**src/rtl/ycc_gain_stage.sv**
```systemverilog
module ycc_gain_stage #(
  parameter int DW = 8,
  parameter int GW = 8,
  parameter int FRAC = 7
) (
  input  logic          clk,
  input  logic          rst_n,
  input  logic          wr_en,
  input  logic [1:0]    wr_sel,
  input  logic [GW-1:0] wr_data,
  input  logic          in_vld,
  input  logic [DW-1:0] in_y,
  input  logic [DW-1:0] in_cb,
  input  logic [DW-1:0] in_cr,
  output logic          out_vld,
  output logic [DW-1:0] out_y,
  output logic [DW-1:0] out_cb,
  output logic [DW-1:0] out_cr
);

  localparam int PW   = DW + GW;
  localparam int SPW  = DW + GW + 2;
  localparam logic [GW-1:0] UNITY = GW'(1 << FRAC);
  localparam int MID  = 1 << (DW - 1);
  localparam int MAXV = (1 << DW) - 1;

  logic [GW-1:0] g_y, g_cb, g_cr;

  always_ff @(posedge clk or negedge rst_n) begin
    if (!rst_n) begin
      g_y  <= UNITY;
      g_cb <= UNITY;
      g_cr <= UNITY;
    end else if (wr_en) begin
      case (wr_sel)
        2'd0: g_y  <= wr_data;
        2'd1: g_cb <= wr_data;
        2'd2: g_cr <= wr_data;
        default: ;
      endcase
    end
  end

  logic signed [DW:0]    d_cb, d_cr;
  logic signed [SPW-1:0] m_cb, m_cr;
  logic [PW-1:0]         m_y;

  assign d_cb = $signed({1'b0, in_cb}) - $signed((DW+1)'(MID));
  assign d_cr = $signed({1'b0, in_cr}) - $signed((DW+1)'(MID));
  assign m_y  = PW'(in_y) * PW'(g_y);
  assign m_cb = SPW'(d_cb) * SPW'($signed({1'b0, g_cb}));
  assign m_cr = SPW'(d_cr) * SPW'($signed({1'b0, g_cr}));

  logic                  s1_vld;
  logic [PW-1:0]         s1_y;
  logic signed [SPW-1:0] s1_cb, s1_cr;

  always_ff @(posedge clk or negedge rst_n) begin
    if (!rst_n) begin
      s1_vld <= 1'b0;
      s1_y   <= '0;
      s1_cb  <= '0;
      s1_cr  <= '0;
    end else begin
      s1_vld <= in_vld;
      if (in_vld) begin
        s1_y  <= m_y;
        s1_cb <= m_cb;
        s1_cr <= m_cr;
      end
    end
  end

  function automatic logic [DW-1:0] fin_y(input logic [PW-1:0] p);
    logic [PW:0] s;
    s = ({1'b0, p} + (PW+1)'(1 << (FRAC - 1))) >> FRAC;
    return (s > (PW+1)'(MAXV)) ? DW'(MAXV) : s[DW-1:0];
  endfunction

  function automatic logic [DW-1:0] fin_c(input logic signed [SPW-1:0] p);
    logic signed [SPW-1:0] s;
    s = ((p + SPW'(1 << (FRAC - 1))) >>> FRAC) + SPW'(MID);
    if (s < 0) return '0;
    else if (s > SPW'(MAXV)) return DW'(MAXV);
    else return s[DW-1:0];
  endfunction

  always_ff @(posedge clk or negedge rst_n) begin
    if (!rst_n) begin
      out_vld <= 1'b0;
      out_y   <= '0;
      out_cb  <= '0;
      out_cr  <= '0;
    end else begin
      out_vld <= s1_vld;
      if (s1_vld) begin
        out_y  <= fin_y(s1_y);
        out_cb <= fin_c(s1_cb);
        out_cr <= fin_c(s1_cr);
      end
    end
  end

endmodule


```
**config.mk**
```make
export PLATFORM = sky130hd
export DESIGN_NAME = ycc_gain_stage
export DESIGN_NICKNAME = d
export VERILOG_FILES = /design/src/rtl/ycc_gain_stage.sv
export SDC_FILE = /design/constraint.sdc
export NUM_CORES = 1
export LEC_CHECK = 0
export ABC_AREA = 1
export BUFFER_PORTS_ARGS = -buffer_cell sky130_fd_sc_hd__buf_2
export CORE_ASPECT_RATIO = 0.6
export CORE_MARGIN = 3
export CORE_UTILIZATION = 30
export DETAILED_ROUTE_END_ITERATION = 7
export PLACE_DENSITY = 0.41
export SETUP_SLACK_MARGIN = 0.4
export SYNTH_ARGS = -nofsm -noshare
export SYNTH_HDL_FRONTEND = slang
export SYNTH_SLANG_ARGS = --single-unit
```
**constraint.sdc**
```tcl
create_clock -name clk -period 5.76 [get_ports clk]
set_input_delay 1.152 -clock clk [delete_from_list [all_inputs] [get_ports clk]]
set_output_delay 1.152 -clock clk [all_outputs]
set_load 0.005 [all_outputs]
```
==> flow_summary_export.csv, run 1 <==
group,metric,value,unit
flow_run,maxCapViolCount,0,
pwr,seq_power_share,0.162,
pwr,comb_power_share,0.747,
routing,remaining_drc_errors,0,
floorplanning,initial_core_util,0.309,
placed_design,placed_cells,2127,
synthesis,avgSynthCellArea,7.36,sq um
layout,nets,1908,
layout,instances_no_fill,2143,
cts,clock_path_buffers,2,
timing,setup_viol,0,
timing,worst_pin_slew,930,ps
cts,clk_latency,370,ps
layout,final_area,12900,sq um
cts,htree_num_levels,3,
floorplanning,die_height,160,microns
routing,wl_per_cell,15.0,microns
setup_path,crit_type,"primary input to register",
floorplanning,pin_count,63,
setup_path,worst_setup_path_start_kind,"primary input",
placed_design,hpwl,26900,microns
synthesis,seq_area_frac_synth,0.178,
pwr,power_density,540,nW/um^2
timing,rsz0062_at_grt,"no",
floorplanning,num_rows,55,
setup_path,slowest_delay,550,ps
routing,viasPerCell,4.36,
routing,vias,9349,
global_route,grt_pass1_vias,9158,
setup_path,worstPathMaxFanout,6,
placed_design,io_buffers,62,
synthesis,yosys-top-cells-area,"fa_1 25%, dfrtp_1 17%, nand2_1 14%, inv_1 13%, ha_1 11%",
floorplanning,core-area,38300,sq um
cts,cts_root_buffer,"clkbuf_16",
synthesis,synthCells,1606,
routing,initialDrtViolationCount,638,
floorplanning,die_x,262,microns
setup_path,critPathRequiredTime,5970,ps
global_route,grt_use_total,0.158,
pwr,leakagePower,7.42,nW
setup_path,cp_cell_sequence,"buf_2, nor2_1, inv_1, fa_1, inv_1, fa_1, inv_1, fa_1, fa_1, inv_1, ha_1, a21oi_1, o21ai_0, a21oi_1, nand3_1, nand3_1, o21ai_0",
worst_hold_path,hp-class,"register to register",
timing,fmax,198,MHz
layout,synthToLayoutAreaGrowth,9.04,%
layout,fill_cells,4197,
routing,wirelength,32200,microns
pwr,internal-power,0.00315,W
pwr,swShare,0.547,
pwr,max-vdd-ir-drop,0.214,mV
synthesis,synth_top_area_cell,"fa_1",
cts,cts_setup_buffers,0,
layout,n_antenna_cell,0,
timing,min_period,5060,ps
timing,timing.setup.tns,0,ps
synthesis,ys.flop_type,"dfrtp_1",
timing,min_period_over_period,0.879,
timing,slew_headroom,0.380,
synthesis,synth_seq_cells,84,
placed_design,gp_congestion,0.830,
layout,layout_commonest_cell,"nand2_1",
global_route,grt_max_degree,46,
pwr,pwr-share-clk,0.091,
cts,clock-sinks,84,
cts,numCtsBuffers,9,
pwr,total_power,0.00696,W
layout,mostFrequentLayoutCells,"435 x nand2_1, 419 x inv_1, 145 x fa_1",
timing,hold_ws,483,ps
timing,fin_worst_skew,14.0,ps
synthesis,syn_area,11800,sq um
global_route,overflow,0,
setup_path,slowest_stage,"fa_1",
routing,dr.pass1.iters,5,
cts,tritoncts,"built",
setup_path,cp.arrival,5270,ps
routing,ant_nets,0,
synthesis,yosys_warnings,0,
synthesis,synth-async-reset-ratio,1.00,
global_route,antenna_found_initial,0,
cts,clk_pin_slew,60,ps
timing,drv_slew,0,
pwr,p_sw,0.00381,W
synthesis,synth_edf_count,0,
layout,drive_gt1_frac,0.0712,
placed_design,place_area,12600,sq um
synthesis,synthDominantCellAreaShare,0.245,
outcome,status,"complete, no violations",
synthesis,ys_types,40,
timing,hold_violations,0,
setup_path,endpoint_kind,"register",
global_route,grt_pass1_wl,53000,microns
cts,holdBufCountCts,0,
synthesis,syn-num-nets,1889,
floorplanning,die_area,41900,sq um
## cell type report
cell class	count	area, sq um	share of cell area
tap	513	642	0.0498
multi-input combinational	1044	7920	0.614
inverter	420	1580	0.122
timing repair buffer	66	343	0.0266
sequential	84	2110	0.163
clock inverter	4	55.1	0.00427
clock buffer	12	256	0.0199
## stage by stage
stage	util	setup slack [ps]
2_1_floorplan	-	757
4_1_cts	0.337	730
5_1_grt	0.337	420
6_report	0.337	698
3_3_place_gp	0.329	410
3_5_place_dp	0.329	336
## synth_stat cells (11+ instances only)
cell / n
nand2_1: 435
inv_1: 419
fa_1: 145
ha_1: 100
dfrtp_1: 81
nand3_1: 71
o21ai_0: 56
nor2_1: 54
clkbuf_1: 45
a21oi_1: 41
nand4_1: 32
xnor2_1: 16
xor2_1: 16
buf_2: 11
nand3b_1: 11
## worst paths after layout
kind / start / end / slack [ps] / cells past startpoint
max in group asynchronous: rst_n / out_y[7] / 3970 / 2
hold / removal: out_cb[3] / out_cb[3] / 480 / 2
setup reg to reg: g_cr[0] / s1_cr[14] / 950 / 17
hold reg to reg: out_cb[3] / out_cb[3] / 480 / 2
min in group asynchronous: rst_n / s1_cr[14] / 780 / 1
setup / recovery: in_cr[7] / s1_cr[14] / 700 / 17
## power groups by stage
stage               registers [W]  logic (W)  clock network [W]
floorplan                0.000994    0.00391                  0
global route              0.00117    0.00603           0.000677
global placement          0.00113    0.00521                  0
finish                    0.00113    0.00520           0.000637
detailed placement        0.00114    0.00520                  0
CTS                       0.00113    0.00523           0.000658
## what timing repair did
action	CTS	global route
setup endpoints to repair	0	1
endpoints found under the hold margin	0	0
gates resized for setup	0	1
## per-layer routing
layer / up-vias / share of wire / global-route usage / wire length (microns)
met5: - / 0 / 0 / 0
met4: 0 / 0.0042 / 0.0226 / 136
met3: 9 / 0.049 / 0.0296 / 1570
met2: 182 / 0.31 / 0.172 / 10100
met1: 4332 / 0.63 / 0.292 / 20500
li1: 4826 / - / - / -
## worst max-delay path, delay by kind of cell
kind                       cells  cell delay (ps)
AOI/OAI and AO/OA              4              710
adders and majority gates      5             2440
buffers and inverters          5              410
and+or+nand+nor                3              550
## cells by family after synthesis
logic type | synth area share
AND/OR/NAND/NOR | 0.236
buffers and inverters | 0.153
adder cells (fa/ha/maj) | 0.351
AO/OA/AOI/OAI | 0.0580
flip-flops | 0.178
XOR/XNOR | 0.0237
## sequential cells by signal, indices dropped and copies added, names as in the netlist
| signal | count |
|---|---|
| g_cb | 8 |
| g_cr | 8 |
| g_y | 8 |
| out_cb | 8 |
| out_cr | 8 |
| out_vld | 1 |
| out_y | 8 |
| s1_cb | 12 |
| s1_cr | 12 |
| s1_vld | 1 |
| s1_y | 10 |
(Power assumes the default switching activity.)
==> run 2, diff against run 1 <==
--- a/config.mk
+++ b/config.mk
@@ -5,13 +5,12 @@
 export SDC_FILE = /design/constraint.sdc
 export NUM_CORES = 1
 export LEC_CHECK = 0
-export ABC_AREA = 1
-export BUFFER_PORTS_ARGS = -buffer_cell sky130_fd_sc_hd__buf_2
 export CORE_ASPECT_RATIO = 0.6
 export CORE_MARGIN = 3
 export CORE_UTILIZATION = 30
 export DETAILED_ROUTE_END_ITERATION = 7
-export PLACE_DENSITY = 0.41
+export DONT_BUFFER_PORTS = 1
+export PLACE_DENSITY = 0.4
 export SETUP_SLACK_MARGIN = 0.4
 export SYNTH_ARGS = -nofsm -noshare
 export SYNTH_HDL_FRONTEND = slang
==> flow_summary_export.csv, run 2 <==
group,metric,value,unit
setup_path,critPathRequiredTime,6010,ps
placed_design,hpwl,22800,microns
layout,drive_gt1_frac,0.0709,
timing,fin_worst_skew,8.16,ps
placed_design,pre_cts_slack,278,ps
cts,htree_num_levels,3,
timing,fin_ws,683,ps
layout,reg_top3,"s1_cb (12), s1_cr (12), s1_y (10)",
timing,fmax,197,MHz
synthesis,yosys_warnings,0,
cts,clk_latency,360,ps
cts,holdBufCountCts,0,
routing,wl_per_cell,17.0,microns
synthesis,synth_common_cells,"240 x inv_1, 145 x fa_1, 108 x and2_1",
floorplanning,num_rows,53,
synthesis,syn_area,10900,sq um
cts,clock-sinks,84,
cts,cts_root_buffer,"clkbuf_16",
synthesis,syn-num-nets,1441,
setup_path,cp.arrival,5320,ps
cts,clock_path_buffers,2,
synthesis,synth-async-reset-ratio,1.00,
layout,synthToLayoutAreaGrowth,7.75,%
setup_path,reg2reg_slack,920,ps
layout,mostFrequentLayoutCells,"240 x inv_1, 145 x fa_1, 108 x and2_1",
routing,wirelength,27600,microns
setup_path,worstPathMaxFanout,8,
layout,final_area,11800,sq um
floorplanning,die_height,154,microns
setup_path,crit_type,"primary input to register",
placed_design,io_buffers,0,
worst_hold_path,hp-class,"primary input to asynchronous set/reset pin",
layout,layout_commonest_cell,"inv_1",
global_route,grt_max_degree,85,
layout,nets,1435,
outcome,status,"complete, no violations",
synthesis,ys_types,68,
global_route,grt_pass1_vias,7452,
setup_path,reg2reg_from,"g_cb[1]",
synthesis,synth_seq_cells,84,
synthesis,yosys-top-cells-area,"fa_1 27%, dfrtp_1 19%, ha_1 11%, inv_1 8.2%, and2_1 6.2%",
timing,hold_violations,0,
global_route,grt_pass1_wl,45000,microns
placed_design,place_area,11500,sq um
floorplanning,initial_core_util,0.308,
timing,min_period_over_period,0.881,
timing,rsz0062_at_grt,"no",
timing,worst_pin_slew,694,ps
synthesis,avgSynthCellArea,9.44,sq um
setup_path,slowest_delay,560,ps
routing,remaining_drc_errors,0,
floorplanning,core-area,35500,sq um
setup_path,slowest_stage,"fa_1",
cts,clk_pin_slew,70,ps
global_route,grt_use_total,0.149,
cts,numCtsBuffers,9,
flow_run,maxCapViolCount,0,
synthesis,synth_top_area_cell,"fa_1",
timing,setup_viol,0,
floorplanning,pin_count,63,
synthesis,synth_edf_count,0,
routing,dr.pass1.iters,4,
cts,tritoncts,"built",
synthesis,synthCells,1158,
setup_path,ff2ff_path_depth,16,
setup_path,worst_setup_path_start_kind,"primary input",
global_route,overflow,0,
synthesis,synthDominantCellAreaShare,0.266,
routing,initialDrtViolationCount,377,
timing,timing.setup.tns,0,ps
synthesis,seq_area_frac_synth,0.193,
placed_design,gp_congestion,0.791,
timing,drv_slew,0,
setup_path,reg2reg_to,"s1_cb[17]",
timing,hold_ws,483,ps
global_route,antenna_found_initial,0,
routing,viasPerCell,4.56,
timing,slew_headroom,0.534,
synthesis,synth.most_common_cell,"inv_1",
timing,min_period,5080,ps
floorplanning,die_x,252,microns
setup_path,crit_top_cell,"inv_1",
routing,ant_nets,0,
synthesis,ys.flop_type,"dfrtp_1",
floorplanning,die_area,38800,sq um
routing,vias,7405,
setup_path,cp_cell_sequence,"nand2b_1, inv_1, fa_1, inv_1, fa_1, inv_1, fa_1, inv_1, fa_1, inv_1, ha_1, buf_4, nand4_1, o21ai_1, inv_1, o2111a_1, a311o_1",
layout,n_antenna_cell,0,
setup_path,endpoint_kind,"register",
-- run 2: changes by cell type after synthesis, sizes merged, moves of 42 or more --
cell   before  now
nand2     444   84
nand3      75   21
inv       419  240
o21ai      65   17
and2        3  108
mux2        0   42
-- run 2: kinds of logic after synthesis --
family,Yosys count,synth area share
DFF,84,0.193
and+or+nand+nor,340,0.167
adders and majority gates,245,0.380
AOI/OAI and AO/OA,126,0.0797
muxes,46,0.0469
xor gates and xnor gates,53,0.0425
buffers and inverters,264,0.0914
-- run 2: area by class of cell --
type                       instances  area (sq um)
timing repair buffer               6          45.0
tap                              467           584
inverter                         241           905
sequential                        84          2110
clock buffer                      10           229
multi-input combinational        810          7840
fill                            3679         23700
clock inverter                     6          71.3
-- run 2: per-layer routing --
layer  vias to the layer above  track usage  share of wire
met2                       113        0.170           0.33
li1                       3689            -              -
met4                         0       0.0197         0.0051
met5                         -            0              0
met1                      3592        0.269           0.62
met3                        11       0.0314          0.044
-- run 2: how the worst max path moves through the flow --
stage | slack, ps | startpoint | endpoint
final | 680 | in_cr[7] | s1_cr[16]
after global placement | 270 | in_cr[7] | s1_cr[12]
after global routing | 410 | in_cr[7] | s1_cr[16]
after detailed placement | 280 | in_cr[7] | s1_cr[12]
after CTS | 660 | in_cr[7] | s1_cr[12]
after floorplan | 470 | in_cr[7] | s1_cr[12]
-- run 2: through the flow --
step,utilization,cells
after global placement,0.323,1608
final,0.332,1624
after floorplan,-,1158
after global routing,0.332,1624
after CTS,0.332,1624
after detailed placement,0.323,1608
-- run 2: what timing repair did --
action                                  in CTS  in global routing
buffers inserted                             0                  0
endpoints found under the setup margin       0                  3
gates resized for setup                      0                  3
-- run 2: worst max-delay path, delay by kind of cell --
family	cells	cell delay [ps]
simple gates	2	210
fa+ha+maj	5	2420
buf+inv	7	650
compound gates	3	880
Power of run 2 is not shown: default switching activity piles up to over one toggle a cycle in this logic, so the estimate is an artifact.
==> run 3, diff against run 2 <==
--- a/config.mk
+++ b/config.mk
@@ -5,6 +5,7 @@
 export SDC_FILE = /design/constraint.sdc
 export NUM_CORES = 1
 export LEC_CHECK = 0
+export ABC_AREA = 1
 export CORE_ASPECT_RATIO = 0.6
 export CORE_MARGIN = 3
 export CORE_UTILIZATION = 30
@@ -12,6 +13,7 @@
 export DONT_BUFFER_PORTS = 1
 export PLACE_DENSITY = 0.4
 export SETUP_SLACK_MARGIN = 0.4
+export SKIP_LAST_GASP = 1
 export SYNTH_ARGS = -nofsm -noshare
 export SYNTH_HDL_FRONTEND = slang
 export SYNTH_SLANG_ARGS = --single-unit
==> flow_summary_export.csv, run 3 (synthesis gave the netlist of run 1 again) <==
group,metric,value,unit
outcome,status,"complete, no violations",
routing,ant_nets,0,
layout,n_antenna_cell,0,
timing,hold_violations,0,
layout,layout_commonest_cell,"nand2_1",
routing,initialDrtViolationCount,708,
setup_path,path_delay_family,"adder cells",
setup_path,critPathRequiredTime,6010,ps
pwr,p_sw,0.00374,W
setup_path,endpoint_kind,"register",
layout,postLayoutCoreUtil,0.328,
setup_path,slowest_stage,"fa_1",
global_route,grt_use_total,0.159,
cts,cts_root_buffer,"clkbuf_16",
timing,rsz0062_at_grt,"no",
pwr,leakagePower,7.15,nW
global_route,antenna_found_initial,0,
cts,clk_pin_slew,70,ps
global_route,busiest_layer,"met1",
flow_run,maxCapViolCount,0,
timing,min_period,4920,ps
global_route,gr-usage-met1,0.292,
timing,hold_ws,482,ps
setup_path,cp.arrival,5170,ps
global_route,grt_pass1_vias,8955,
routing,viasPerCell,4.33,
routing,wirelength,32200,microns
floorplanning,core-area,38300,sq um
timing,fin_worst_skew,8.85,ps
global_route,overflow,0,
pwr,seq_power_share,0.168,
floorplanning,initial_core_util,0.309,
layout,synthToLayoutAreaGrowth,6.09,%
cts,clk_latency,370,ps
global_route,use_met2,0.172,
placed_design,io_buffers,0,
worst_hold_path,hp-class,"primary input to asynchronous set/reset pin",
routing,remaining_drc_errors,0,
floorplanning,die_area,41900,sq um
routing,vias,8991,
global_route,grt_util_met3,0.0362,
pwr,internal-power,0.00307,W
cts,tritoncts,"built",
setup_path,path_buf_inv,4,
pwr,comb_power_share,0.740,
floorplanning,die_x,262,microns
placed_design,hpwl,26900,microns
layout,drive_gt1_frac,0.0313,
floorplanning,die_height,160,microns
cts,clock_path_buffers,2,
timing,min_period_over_period,0.854,
pwr,power_density,543,nW/um^2
timing,fmax,203,MHz
floorplanning,num_rows,55,
timing,setup_viol,0,
cts,cts_resized,0,
setup_path,crit_type,"primary input to register",
global_route,grt_max_degree,85,
placed_design,gp_congestion,0.836,
layout,final_area,12500,sq um
layout,reg_top3,"s1_cb (12), s1_cr (12), s1_y (10)",
timing,slew_headroom,0.356,
cts,cts_setup_buffers,0,
pwr,max-vdd-ir-drop,0.202,mV
layout,fill_cells,4169,
setup_path,slowest_delay,540,ps
cts,holdBufCountCts,0,
global_route,grt_pass1_wl,52800,microns
timing,timing.setup.tns,0,ps
setup_path,worstPathMaxFanout,6,
setup_path,cp_cell_sequence,"nor2_1, inv_1, fa_1, inv_1, fa_1, inv_1, fa_1, fa_1, inv_1, ha_1, nand4_1, o21ai_0, nand2_1, nand2_1, nand2_1, nand3_1, nand2_1",
cts,numCtsBuffers,9,
timing,drv_slew,0,
cts,htree_num_levels,3,
layout,nets,1843,
setup_path,worst_setup_path_start_kind,"primary input",
floorplanning,pin_count,63,
timing,worst_pin_slew,966,ps
pwr,pwr-share-clk,0.091,
pwr,total_power,0.00681,W
pwr,swShare,0.550,
layout,mostFrequentLayoutCells,"435 x nand2_1, 419 x inv_1, 145 x fa_1",
placed_design,place_area,12200,sq um
routing,wl_per_cell,15.5,microns
routing,dr.pass1.iters,5,
cts,clock-sinks,84,
[run 3: changes by cell type in the layout (fill, tap and decap cells not counted), moves of 12 or more]
cell and change:
and2_1 -105, inv_1 +179, mux2_2 -42, nand2_1 +351, nand2b_1 -12, nand3_1 +50
nand4_1 +25, nor2b_1 -14, o21ai_0 +42, xnor2_1 -19
[run 3: worst register-to-register path, stage by stage, from the launching register on]
cell and delay, ps:
dfrtp_1 560, inv_1 80, nor2_1 260, inv_1 110, fa_1 540, inv_1 50, fa_1 490, inv_1 50
fa_1 460, fa_1 540, inv_1 40, ha_1 400, nand4_1 110, o21ai_0 530, nand2_1 180, nand2_1 100
nand2_1 50, nand3_1 70, nand2_1 50
[run 3: worst paths after layout]
path | to | start | cells past startpoint | slack, ps
min reg2reg | out_cr[4] | out_cr[4] | 2 | 510
min in group clk | out_cr[4] | out_cr[4] | 2 | 510
max | s1_cr[17] | in_cr[7] | 17 | 840
max in group asynchronous | g_y[7] | rst_n | 0 | 5020
max reg2reg | s1_cr[17] | g_cr[0] | 18 | 990
min | out_y[5] | rst_n | 0 | 480
[run 3: through the flow]
stage                     instances  setup WS [ps]
after floorplan                1606            757
after global placement         2062            613
after detailed placement       2062            554
after CTS                      2078            947
after global routing           2078            617
final                          2078            842
[run 3: layout make-up]
type,count,area [sq um],area share
Timing Repair Buffer,1,7.51,0.000598
Multi-Input combinational cell,1044,7910,0.631
Tap cell,513,642,0.0512
Sequential cell,84,2110,0.168
Inverter,420,1580,0.126
Clock inverter,4,56.3,0.00449
Clock buffer,12,246,0.0196
[run 3: layer usage]
layer | vias to the layer above | part of all wire
li1 | 4676 | -
met1 | 4129 | 0.63
met2 | 174 | 0.31
met3 | 12 | 0.060
met4 | 0 | 0.0061
met5 | - | 0
[run 3: power groups by stage]
stage          Sequential (W)  Clock, W  Combinational [W]
3_3_place_gp          0.00116         0            0.00507
5_1_grt               0.00119  0.000676            0.00594
6_report              0.00115  0.000622            0.00504
4_1_cts               0.00115  0.000656            0.00509
2_1_floorplan        0.000994         0            0.00391
3_5_place_dp          0.00116         0            0.00505
